`config.mk`:
```
export PLATFORM = sky130hd
export DESIGN_NAME = keyguard
export DESIGN_NICKNAME = d
export VERILOG_FILES = /design/src/rtl/keyguard_pkg.sv /design/src/rtl/keyguard_datapath.sv /design/src/rtl/keyguard_ctrl.sv /design/src/rtl/keyguard.sv
export SDC_FILE = /design/constraint.sdc
export NUM_CORES = 1
export LEC_CHECK = 0
export BUFFER_PORTS_ARGS = -buffer_cell sky130_fd_sc_hd__buf_2
export CAP_MARGIN = 20
export CORE_AREA = 2 2 39 41
export CTS_CLUSTER_SIZE = 8
export DETAILED_ROUTE_END_ITERATION = 12
export DIE_AREA = 0 0 41 43
export GPL_ROUTABILITY_DRIVEN = 0
export HOLD_SLACK_MARGIN = 0.15
export PLACE_DENSITY = 0.74
export SLEW_MARGIN = 20
export SYNTH_ARGS = -nofsm -noshare
export SYNTH_HDL_FRONTEND = slang
export SYNTH_SLANG_ARGS = --single-unit
```
`constraint.sdc`:
```
create_clock -name clk -period 2.4 [get_ports clk]
set_clock_uncertainty 0.15 [all_clocks]
set_input_delay 0.24 -clock clk [delete_from_list [all_inputs] [get_ports clk]]
set_output_delay 0.24 -clock clk [all_outputs]
set_load 0.05 [all_outputs]
```
`src/rtl/keyguard_pkg.sv`:
```
package keyguard_pkg;

  typedef enum logic [1:0] {
    GS_LOCKED = 2'd0,
    GS_ARMED  = 2'd1,
    GS_OPEN   = 2'd2
  } guardState_t;

  // datapath -> control: decoded bus events of the current cycle
  typedef struct packed {
    logic keyWr;      // write to the guard register
    logic firstKey;   // that write carries the first key
    logic secondKey;  // that write carries the second key
    logic otherWr;    // write to any other address
  } busEvent_t;

  // control -> datapath
  typedef struct packed {
    logic open;
  } ctrlStrobe_t;

endpackage

```
`src/rtl/keyguard_datapath.sv`:
```
module keyguard_datapath
  import keyguard_pkg::*;
#(
  parameter int ADDR_W = 8,
  parameter int DATA_W = 32,
  parameter logic [ADDR_W-1:0] KEY_ADDR = 8'h24,
  parameter logic [DATA_W-1:0] FIRST_KEY = 'hCA,
  parameter logic [DATA_W-1:0] SECOND_KEY = 'h53,
  parameter int NUM_PROT = 4,
  parameter logic [NUM_PROT*ADDR_W-1:0] PROT_LIST = {8'h10, 8'h08, 8'h04, 8'h00}
) (
  input  logic              busWrEn,
  input  logic [ADDR_W-1:0] busAddr,
  input  logic [DATA_W-1:0] busWrData,
  input  ctrlStrobe_t       strobe,
  output busEvent_t         evt,
  output logic              regWrEn
);

  logic [NUM_PROT-1:0] hitVec;
  logic                protHit;
  logic                keyHit;

  for (genvar g = 0; g < NUM_PROT; g++) begin : gen_prot_cmp
    assign hitVec[g] = (busAddr == PROT_LIST[g*ADDR_W +: ADDR_W]);
  end

  assign protHit = |hitVec;
  assign keyHit  = (busAddr == KEY_ADDR);

  always_comb begin
    evt.keyWr     = busWrEn & keyHit;
    evt.firstKey  = busWrEn & keyHit & (busWrData == FIRST_KEY);
    evt.secondKey = busWrEn & keyHit & (busWrData == SECOND_KEY);
    evt.otherWr   = busWrEn & ~keyHit;
  end

  // The guard register is never a storage target; guarded ones need the gate open.
  assign regWrEn = busWrEn & ~keyHit & (~protHit | strobe.open);

endmodule

```
`src/rtl/keyguard_ctrl.sv`:
```
module keyguard_ctrl
  import keyguard_pkg::*;
(
  input  logic        clk,
  input  logic        rstN,
  input  busEvent_t   evt,
  output ctrlStrobe_t strobe
);

  guardState_t state, stateNext;

  always_comb begin
    stateNext = state;
    if (evt.keyWr) begin
      if ((state == GS_ARMED) && evt.secondKey) begin
        stateNext = GS_OPEN;
      end else if (evt.firstKey) begin
        stateNext = GS_ARMED;
      end else begin
        stateNext = GS_LOCKED;
      end
    end else if (evt.otherWr && (state == GS_ARMED)) begin
      stateNext = GS_LOCKED;
    end
  end

  always_ff @(posedge clk or negedge rstN) begin
    if (!rstN) begin
      state <= GS_LOCKED;
    end else begin
      state <= stateNext;
    end
  end

  assign strobe.open = (state == GS_OPEN);

endmodule

```
`src/rtl/keyguard.sv`:
```
module keyguard
  import keyguard_pkg::*;
#(
  parameter int ADDR_W = 8,
  parameter int DATA_W = 32,
  parameter logic [ADDR_W-1:0] KEY_ADDR = 8'h24,
  parameter logic [DATA_W-1:0] FIRST_KEY = 'hCA,
  parameter logic [DATA_W-1:0] SECOND_KEY = 'h53,
  parameter int NUM_PROT = 4,
  parameter logic [NUM_PROT*ADDR_W-1:0] PROT_LIST = {8'h10, 8'h08, 8'h04, 8'h00}
) (
  input  logic              clk,
  input  logic              rstN,
  input  logic              busWrEn,
  input  logic [ADDR_W-1:0] busAddr,
  input  logic [DATA_W-1:0] busWrData,
  output logic              regWrEn,
  output logic              locked
);

  busEvent_t   evt;
  ctrlStrobe_t strobe;

  keyguard_datapath #(
    .ADDR_W    (ADDR_W),
    .DATA_W    (DATA_W),
    .KEY_ADDR  (KEY_ADDR),
    .FIRST_KEY (FIRST_KEY),
    .SECOND_KEY(SECOND_KEY),
    .NUM_PROT  (NUM_PROT),
    .PROT_LIST (PROT_LIST)
  ) u_datapath (
    .busWrEn  (busWrEn),
    .busAddr  (busAddr),
    .busWrData(busWrData),
    .strobe   (strobe),
    .evt      (evt),
    .regWrEn  (regWrEn)
  );

  keyguard_ctrl u_ctrl (
    .clk   (clk),
    .rstN  (rstN),
    .evt   (evt),
    .strobe(strobe)
  );

  assign locked = ~strobe.open;

endmodule

```
After elaboration in Yosys (flattened, before gate mapping). Cells that the tools add are included.

Equality and inequality tests: 8. Muxes and demuxes: 4. Bitwise operators: 9. Reduce and logical (&&, ||, !) cells: 5.

Operators by type and width (count): 32-bit by 7-bit == test with 1-bit output, second input constant (1); 32-bit by 8-bit == test with 1-bit output, second input constant (1); 8-bit by 3-bit == test with 1-bit output, second input constant (1); 8-bit by 4-bit == test with 1-bit output, second input constant (1); 8-bit by 5-bit == test with 1-bit output, second input constant (1); 8-bit by 6-bit == test with 1-bit output, second input constant (1); 8-bit zero test (1); 2-bit 2-to-1 mux (3); 1-bit bitwise AND (5); 4-bit OR reduction (1); 1-bit NOT (3); 2-bit by 1-bit == test with 1-bit output, second input constant (1); 2-bit == test, second input constant (1); 1-bit logical AND (2); 2-bit nonzero test (1); 1-bit 2-to-1 mux (1); 1-bit bitwise OR (1).

Register bits: 2. Input port bits: 43. Output and inout port bits: 2.

Logic depth before layout (Yosys ltp). Gate-level depths: netlist of run 1.

Depth after elaboration: 6. Mapped depth: 4. Depth with buffers taken out: 4.

By module. From an unflattened synthesis of run 1, not the netlist that was laid out.

Cells, all modules: 32. Area total of the unflattened synthesis: 296.5 um^2.

By module, submodules not included: keyguard_datapath (instances 1, cells an instance 23, area an instance 191.4 um^2, sequential area each 0.0 um^2); keyguard_ctrl (instances 1, cells an instance 8, area an instance 101.3 um^2, sequential area each 50.0 um^2); keyguard (instances 1, cells an instance 1, area an instance 3.8 um^2, sequential area each 0.0 um^2).

Worst setup path after synthesis of run 1. OpenSTA, ideal clock, no wires.

Path type: register -> output. Start point: register u_ctrl.state[0]. End point: output regWrEn. Arrival time: 1.788 ns. Required time: 2.010 ns. Slack: 0.222 ns. Stages on the path, launching flop included: 5. Buffers on the path: 0. Cells stage by stage: dfrtp_1 -> nand2b_1 -> nand2b_1 -> o21bai_1 -> a21oi_1.

Cells in the longest elaborated chain, start to end: 3.

RTL lines: from (decl) (line keyguard_ctrl.sv:10) `guardState_t state, stateNext;`; from (signal assigned) (line keyguard_ctrl.sv:31) `state <= stateNext;`; 2-bit == test (line keyguard_ctrl.sv:35) `assign strobe.open = (state == GS_OPEN);`; 1-bit bitwise OR (line keyguard_datapath.sv:39) `assign regWrEn = busWrEn & ~keyHit & (~protHit | strobe.open);`; 1-bit bitwise AND (line keyguard_datapath.sv:39); to (decl) (line keyguard.sv:17) `output logic regWrEn,`.

No other way between the ends.

Worst setup path after layout of run 1. Same ends and word-level chain as after synthesis.

==> results.yml, run 1 <==
timing:
  hold_viol_final: 0
  tightest_slew_ns: 0.483
  rsz0062_at_grt: "no"
  setup_viol: 0
  setup_tns_ns: 0
  fin_ws_ns: 0.707
  final_max_slew_viol_count: 0
  relSlewSlack_pct: 67.5
  min_period_ns: 1.69
  period_share_pct: 70.5
  fmax_ghz: 0.591
layout:
  reg_top3: "u_ctrl.state x2"
  layout-drive-gt1-share_pct: 69.2
  antenna_cells: 0
  finalNetCount: 123
  post-route-util_pct: 42.0
  fill_cells: 145
  syn2layout_area_growth_pct: 102
  multi_input_area_um2: 234
  register_area_um2: 50.0
  largest-register: "u_ctrl.state"
  largest_reg_flops: 2
  layout.cells.non_filler: 94
floorplanning:
  fp.dieW_um: 41
  core-area_um2: 1380
  fp.dieH_um: 43
  ios: 45
  fp-row-count: 14
  start_util_pct: 20.8
  dieArea_um2: 1760
global_routing:
  antenna_found_initial: 0
  grt_pass1_wl_um: 1500
  grt_max_degree: 5
  grt-ovfl-total: 0
  grt.total_usage_pct: 12.7
  grt_pass1_vias: 467
power_and_ir_drop:
  p_int_mw: 0.124
  pwr_density_cell_nw_per_um2: 286
  power.share.combinational_pct: 34.4
  seq_power_share_pct: 20.5
  swShare_pct: 25.3
  p_leak_nw: 0.301
  ir_drop_mv: 0.143
  clkPwrFrac_pct: 45.1
  p_switching_mw: 0.0419
logic_synthesis:
  avgSynthCellArea_um2: 10.3
  post-synth-top-area-cell: "dfrtp_1"
  dominantRegCellSynth: "dfrtp_1"
  ys_types: 21
  yosys.area.top_type_share_pct: 17.4
  synth_cells: 28
  ys_ff_latch: 2
  synth_edf_count: 0
  yosysWarnings: 0
  yosysSeqAreaShare_pct: 17.4
  async_reset_ff_share_pct: 100
  synth_nets: 71
  yosys-top-cells-area: "dfrtp_1, nor4_1, nor4b_2, nand4b_4, nor4_4"
  synth_area_um2: 288
worst_setup_path:
  path_max_fanout: 3
  critPathSlowestCell: "dfrtp_1"
  path_common_cell: "nand2b_1"
  reg2reg_depth: 3
  cp-start-kind: "flop"
  regToRegEndpoint: "u_ctrl.state[0]"
  cp.required_ns: 2.01
  path_cells: "nand2b_1, nand2b_1, o21bai_1, a21oi_1, buf_2"
  crit_type: "flop to output pin"
  max_stage_delay_ns: 0.38
  rrSetupSlack_ns: 1.30
  setup.worst_path.end_class: "output pin"
  arrival_ns: 1.30
  critPathTopFamily: "flip-flops"
  crit_buf_inv: 1
  rr_startpoint: "u_ctrl.state[1]"
cts:
  cts_setup_buffers: 0
  clock-sinks: 2
  insertion_delay_ns: 0.22
  clk_pin_slew_ns: 0.03
  cts.repair.resized: 0
  htreeDepth: 1
  cts_buffers: 3
  cts_tree: "built"
  clock-root-buffer: "clkbuf_4"
  clockBufferDepth: 2
worst_hold_path:
  hold_depth: 4
  hold_class: "input pin to flop"
  min_to: "u_ctrl.state[1]"
  min-delay-start: "busWrData[3]"
drt:
  drcViolationCount: 0
  wl_per_cell_um: 9.72
  drt_first_pass_iters: 1
  vias: 453
  antenna_left: 0
  wirelength_um: 914
  drtIter0Drc: 0
  avgViaCountPerCell: 4.82
placement:
  dp_slack_ns: 0.819
  portBuffers: 44
  dp.cells: 88
flow_run:
  max_cap_viol_count: 0
outcome:
  outcome: "complete, no violations"
worst min-delay path: stages:
cell     delay [ns]
buf_2          0.09
nor3b_1        0.04
nand3_1        0.08
o41ai_2        0.06
logic make-up (layout without fill, tap and decap cells):
group	Yosys count	after routing	synth area share (%)
AND/OR/NAND/NOR	18	18	60.9
AO/OA/AOI/OAI	6	6	17.0
flip-flops	2	2	17.4
adder cells (fa/ha/maj)	1	1	3.48
buffers and inverters	1	51	1.30
cells in the final DEF, fill, tap and decap left out, drive strengths merged, types with 2 or more instances in the layout:
cell	netlist	layout
clkbuf	0	3
nand2b	2	2
nand3	2	2
nor4b	2	2
dlygate4sd3	0	3
buf	0	44
nor4	6	6
dfrtp	2	2
cell type report:
type	count	area share, %
clock buffer	3	3.88
tap	16	3.45
multi-input combinational	25	40.3
timing repair buffer	47	43.1
inverter	1	0.647
sequential	2	8.62
synth_stat cells (2+ instances only):
cell type / instances
nor4b_2: 2
nor4_1: 5
nand2b_1: 2
dfrtp_1: 2
through the flow:
stage / cell area (um2) / hold slack [ns] / total power [mW]
after floorplan: 288 / -0.206 / 0.0486
after global placement: 528 / -0.126 / 0.0866
after detailed placement: 528 / -0.123 / 0.0882
after CTS: 581 / 0.170 / 0.170
after global routing: 581 / 0.203 / 0.179
final: 581 / 0.176 / 0.166
power groups by stage:
stage	Sequential (mW)	Clock, mW	Combinational (mW)
2_1_floorplan	0.0343	0	0.0143
4_1_cts	0.0340	0.0783	0.0578
3_3_place_gp	0.0343	0	0.0523
6_report	0.0340	0.0749	0.0571
5_1_grt	0.0340	0.0816	0.0634
3_5_place_dp	0.0343	0	0.0539
worst max-delay path by stage:
stage / start / to / cells after the start
floorplan: u_ctrl.state[0] / regWrEn / 4
global placement: busAddr[7] / u_ctrl.state[1] / 5
detailed placement: busAddr[7] / u_ctrl.state[1] / 5
CTS: u_ctrl.state[0] / regWrEn / 5
global route: u_ctrl.state[0] / regWrEn / 5
finish: u_ctrl.state[0] / regWrEn / 5
timing repair:
action	4_1_cts	5_1_grt
endpoints found under the hold margin	4	0
hold buffers	3	0
setup endpoints to repair	0	0
routing by layer:
layer / track usage [%] / wire length (um) / vias up / part of all wire, %
met4: 8.00 / 13 / 0 / 1.4
met5: 0 / 0 / - / 0
met1: 8.97 / 266 / 192 / 29
li1: - / - / 221 / -
met3: 4.71 / 155 / 2 / 17
met2: 24.4 / 479 / 38 / 52
Power figures use the tool's default switching activity.
==> run 2, diff against run 1 <==
--- a/config.mk
+++ b/config.mk
@@ -5,6 +5,7 @@
 export SDC_FILE = /design/constraint.sdc
 export NUM_CORES = 1
 export LEC_CHECK = 0
+export ABC_AREA = 1
 export BUFFER_PORTS_ARGS = -buffer_cell sky130_fd_sc_hd__buf_2
 export CAP_MARGIN = 20
 export CORE_AREA = 2 2 39 41
@@ -13,7 +14,7 @@
 export DIE_AREA = 0 0 41 43
 export GPL_ROUTABILITY_DRIVEN = 0
 export HOLD_SLACK_MARGIN = 0.15
-export PLACE_DENSITY = 0.74
+export PLACE_DENSITY = 0.8
 export SLEW_MARGIN = 20
 export SYNTH_ARGS = -nofsm -noshare
 export SYNTH_HDL_FRONTEND = slang
==> constraint.sdc (replaced) <==
create_clock -name clk -period 1.4 [get_ports clk]
set_clock_uncertainty 0.15 [all_clocks]
set_input_delay 0.14 -clock clk [delete_from_list [all_inputs] [get_ports clk]]
set_output_delay 0.14 -clock clk [all_outputs]
set_load 0.05 [all_outputs]
==> run 2 against run 1 <==
Against the previous run:
- the flow now finishes with violations (negative setup slack)
- total power increased by 99%
- core utilization grew 9.9 points
- final area is 24% higher
- sequential power grew 82%
- flip-flop and latch count did not move
- hold slack worse by 0.019 ns
- non-clock buffer count is 5 higher
- die area unchanged
==> results.yml, run 2 <==
drt:
  wl_met2_um: 638
  m1WireLength_um: 388
  highest_layer: "met3"
  avgViaCountPerCell: 4.31
  drtIter0Drc: 1
  wl_per_cell_um: 8.10
  vias: 603
  met3WireLength_um: 107
  antenna_left: 0
  wirelength_um: 1130
  drt_first_pass_iters: 2
  drcViolationCount: 0
global_routing:
  grt.total_usage_pct: 14.6
  grt_pass1_vias: 541
  grt-ovfl-total: 0
  antenna_found_initial: 0
  grt_pass1_wl_um: 1840
  grt_max_degree: 4
timing:
  whs_ns: 0.157
  min_period_ns: 1.43
  rsz0062_at_grt: "yes"
  fmax_ghz: 0.700
  hold_viol_final: 0
  final_max_slew_viol_count: 0
  tightest_slew_ns: 0.253
  fin_ws_ns: -0.0287
  relSlewSlack_pct: 83.3
  period_share_pct: 102
  setup_viol: 1
worst_setup_path:
  cp.required_ns: 1.11
  rrSetupSlack_ns: 0.20
  regToRegEndpoint: "u_ctrl.state[1]"
  cp-start-kind: "flop"
  reg2reg_depth: 6
  rr_startpoint: "u_ctrl.state[1]"
  arrival_ns: 1.14
  crit_type: "flop to output pin"
  path_max_fanout: 2
  cp-startpoint: "u_ctrl.state[1]"
  setup.worst_path.end_class: "output pin"
power_and_ir_drop:
  pwr_density_cell_nw_per_um2: 460
  p_total_mw: 0.330
  ir_drop_mv: 0.264
  p_leak_nw: 0.408
layout:
  reg_top3: "u_ctrl.state x2"
  antenna_cells: 0
  largest-register: "u_ctrl.state"
  layout_commonest_cell: "buf_2"
  final_cell_mix: "buf_2, nand2_1, nor2_1"
  syn2layout_area_growth_pct: 116
  layout-drive-gt1-share_pct: 48.4
  fill_cells: 142
  register_area_um2: 50.0
  finalNetCount: 169
  multi_input_area_um2: 279
  largest_reg_flops: 2
logic_synthesis:
  synth_edf_count: 0
  synth_area_um2: 333
  ys_ff_latch: 2
  yosysSeqAreaShare_pct: 15.0
  synth_nets: 112
  yosysMostFrequentCell: "nand2_1"
  avgSynthCellArea_um2: 4.82
  yosys-top-cells-area: "nand2_1, nor2_1, dfrtp_1, inv_1, nor2_2"
  yosysWarnings: 0
  post-synth-top-area-cell: "nand2_1"
  async_reset_ff_share_pct: 100
  ys_types: 13
  yosys.area.top_type_share_pct: 25.9
  synthTopCellsByCount: "nand2_1, nor2_1, inv_1"
  dominantRegCellSynth: "dfrtp_1"
  synth_cells: 69
worst_hold_path:
  hold_depth: 6
  min_to: "u_ctrl.state[0]"
  min-delay-start: "busWrData[13]"
  hold_class: "input pin to flop"
cts:
  cts_tree: "built"
  insertion_delay_ns: 0.22
  clockBufferDepth: 2
  clock-sinks: 2
  cts_buffers: 3
  clk_pin_slew_ns: 0.03
  clock-root-buffer: "clkbuf_4"
  htreeDepth: 1
placement:
  portBuffers: 44
  hpwl_um: 892
  dp_slack_ns: 0.0407
outcome:
  violations: "negative setup slack"
  outcome: "complete, but fails checks"
floorplanning:
  core-area_um2: 1380
  ios: 45
  fp-row-count: 14
  fp.dieH_um: 43
  fp.dieW_um: 41
  dieArea_um2: 1760
  start_util_pct: 24.1
flow_run:
  max_cap_viol_count: 0
## run 2: changes by cell type in the layout (fill, tap and decap cells not counted), sizes merged, moves of 2 or more
cell,before,now
dlygate4sd3,3,6
nand2,1,24
nor4,6,0
inv,1,12
nor2,0,24
nor4b,2,0
buf,44,46
nand2b,2,0
## run 2: how the worst max path moves through the flow
stage	endpoint	slack (ns)
2_1_floorplan	regWrEn	0.01
3_3_place_gp	regWrEn	0.08
3_5_place_dp	regWrEn	0.04
4_1_cts	regWrEn	-0.04
5_1_grt	regWrEn	-0.08
6_report	regWrEn	-0.03
## run 2: repair_timing
action                                  CTS  global route
endpoints found under the setup margin    1             1
gates resized for setup                   5             2
pin swaps                                 2             0
setup buffers                             1             1
endpoints found under the hold margin     4             0
hold buffers                              6             0
## run 2: logic make-up after synthesis
| group | count (synthesis) | share of synthesized area, % |
|---|---|---|
| flops | 2 | 15.0 |
| compound gates | 3 | 4.89 |
| buf+inv | 12 | 13.5 |
| simple gates | 52 | 66.5 |
## run 2: routing by layer
metal,vias up,track usage [%]
li1,316,-
met3,0,0
met1,262,14.5
met2,25,28.4
met5,-,0
met4,0,6.00
## run 2: power breakdown
part / switching, mW / internal, mW
sequential: 0.00100 / 0.0609
combinational: 0.0635 / 0.0788
clock: 0.0317 / 0.0945
## run 2: layout make-up
class	instances	share of cell area [%]
clock buffer	3	3.14
inverter	12	6.27
multi-input combinational	55	38.9
sequential	2	6.97
tap	16	2.79
timing repair buffer	52	42.0
## run 2: stage by stage
| step | setup TNS (ns) | instance area [um2] | std cells | utilization, % |
|---|---|---|---|---|
| after global routing | -0.0811 | 718 | 140 | 51.9 |
| final | -0.0287 | 718 | 140 | 51.9 |
| after floorplan | 0 | 355 | 69 | - |
| after global placement | 0 | 596 | 129 | 43.0 |
| after detailed placement | 0 | 596 | 129 | 43.0 |
| after CTS | -0.0413 | 698 | 139 | 50.5 |
## run 2: critical path, stage by stage (launching register included)
cell and delay, ns:
dfrtp_1 0.40, nand2_4 0.08, nand2_4 0.05, a21oi_4 0.13, a31oi_4 0.09, buf_6 0.16
==> run 3, diff against run 2 <==
--- a/config.mk
+++ b/config.mk
@@ -15,6 +15,7 @@
 export GPL_ROUTABILITY_DRIVEN = 0
 export HOLD_SLACK_MARGIN = 0.15
 export PLACE_DENSITY = 0.8
+export REMOVE_ABC_BUFFERS = 1
 export SLEW_MARGIN = 20
 export SYNTH_ARGS = -nofsm -noshare
 export SYNTH_HDL_FRONTEND = slang
==> run 3 against run 2 <==
Against the previous run:
- the flow still finishes with violations (negative setup slack)
- cell count fell by 2.1%
- core utilization shrank 4.4 points
- final area is 8.5% lower
- critical path type unchanged
- count of clock-buffer cells in the layout unchanged
- total power is 4.6% lower
- die area unchanged
- wire length fell by 1.7%
- largest cell class unchanged
==> results.yml, run 3 (synthesis results as in run 2) <==
global_routing:
  grt-ovfl-total: 0
  grt_pass1_wl_um: 1770
  antenna_found_initial: 0
  grt_max_degree: 4
  grt.total_usage_pct: 14.9
  grt_pass1_vias: 532
cts:
  clock-sinks: 2
  cts_setup_buffers: 0
  clock-root-buffer: "clkbuf_4"
  cts_buffers: 3
  insertion_delay_ns: 0.22
  clk_pin_slew_ns: 0.03
  clockBufferDepth: 2
  cts_tree: "built"
  htreeDepth: 1
timing:
  rsz0062_at_grt: "yes"
  fmax_ghz: 0.690
  fin_ws_ns: -0.0496
  relSlewSlack_pct: 83.5
  tightest_slew_ns: 0.249
  final_max_slew_viol_count: 0
  hold_viol_final: 0
  min_period_ns: 1.45
  period_share_pct: 104
  setup_viol: 1
power_and_ir_drop:
  p_leak_nw: 0.386
  ir_drop_mv: 0.427
  pwr_density_cell_nw_per_um2: 480
flow_run:
  max_cap_viol_count: 0
worst_setup_path:
  path_common_cell: "nand2_2"
  path_max_fanout: 3
  arrival_ns: 1.16
  path_cells: "inv_2, nand2_2, nand2_2, a21oi_2, a31oi_1, buf_4"
  crit_buf_inv: 2
  max_stage_delay_ns: 0.36
  critPathSlowestCell: "dfrtp_1"
  cp-start-kind: "flop"
  cp.required_ns: 1.11
  critPathTopFamily: "flip-flops"
  setup.worst_path.end_class: "output pin"
  crit_type: "flop to output pin"
layout:
  post-route-util_pct: 47.5
  register_area_um2: 50.0
  syn2layout_area_growth_pct: 97.4
  fill_cells: 144
  reg_top3: "u_ctrl.state x2"
  layout.cells.non_filler: 137
  layout-drive-gt1-share_pct: 47.1
  multi_input_area_um2: 246
  antenna_cells: 0
  final_cell_mix: "buf_2, nand2_1, nor2_1"
  layout_commonest_cell: "buf_2"
  finalNetCount: 166
  largest_reg_flops: 2
  largest-register: "u_ctrl.state"
drt:
  avgViaCountPerCell: 4.27
  drcViolationCount: 0
  wl_per_cell_um: 8.14
  wirelength_um: 1120
  vias: 585
  drtIter0Drc: 5
  antenna_left: 0
  drt_first_pass_iters: 3
floorplanning:
  core-area_um2: 1380
  ios: 45
  fp.dieH_um: 43
  fp-row-count: 14
  fp.dieW_um: 41
  start_util_pct: 24.1
  dieArea_um2: 1760
outcome:
  violations: "negative setup slack"
  outcome: "complete, but fails checks"
placement:
  dp.cells: 129
  hpwl_um: 882
  portBuffers: 44
  dp_slack_ns: 0.102
worst_hold_path:
  hold_class: "input pin to flop"
run 3: final cells by class:
type	instances	area share, %
repair buffers	49	41.5
multi-input cells	55	37.5
flip-flops and latches	2	7.62
inverters	12	6.86
clock buffers	3	3.43
well taps	16	3.05
run 3: per-layer routing:
layer  vias up  GRT usage (%)  part of all wire [%]
met4         0           12.0                   2.6
met3         4           4.19                   9.2
met2        24           25.9                    54
met1       247           12.6                    34
met5         -              0                     0
li1        310              -                     -
run 3: what timing repair did:
item | 4_1_cts | 5_1_grt
setup endpoints to repair | 1 | 1
hold buffers | 5 | 0
resized for setup | 3 | 2
cloned | 0 | 0
hold endpoints to repair | 4 | 0
pin swaps | 0 | 0
run 3: path summary, 6_finish.rpt:
| check | slack (ns) | cells past startpoint | start | to |
|---|---|---|---|---|
| max | -0.05 | 6 | u_ctrl.state[0] | regWrEn |
| min | 0.14 | 6 | busWrData[12] | u_ctrl.state[0] |
| max reg2reg | 0.33 | 5 | u_ctrl.state[1] | u_ctrl.state[1] |
| min reg2reg | 0.40 | 2 | u_ctrl.state[1] | u_ctrl.state[1] |
| max in group asynchronous | 0.37 | 3 | rstN | u_ctrl.state[1] |
| min in group asynchronous | 0.61 | 3 | rstN | u_ctrl.state[0] |
run 3: report_power, final:
part	switching [mW]	internal, mW	leakage (nW)	total [mW]
Combinational	0.0551	0.0698	0.345	0.125
Sequential	0.00115	0.0609	0.0274	0.0621
Clock	0.0337	0.0946	0.0138	0.128
run 3: tightest hold or removal path, delay by kind of cell:
kind	cells	cell delay, ns
simple gates	5	0.26
buf+inv	1	0.07
run 3: metrics by stage:
step                power, mW  area, um2  setup TNS, ns  hold WS (ns)
floorplan               0.106        333         -0.578        -0.306
global placement        0.168        573              0        -0.224
detailed placement      0.173        573              0        -0.224
CTS                     0.321        651        -0.0583         0.153
global route            0.353        657         -0.124         0.198
finish                  0.315        657        -0.0496         0.145
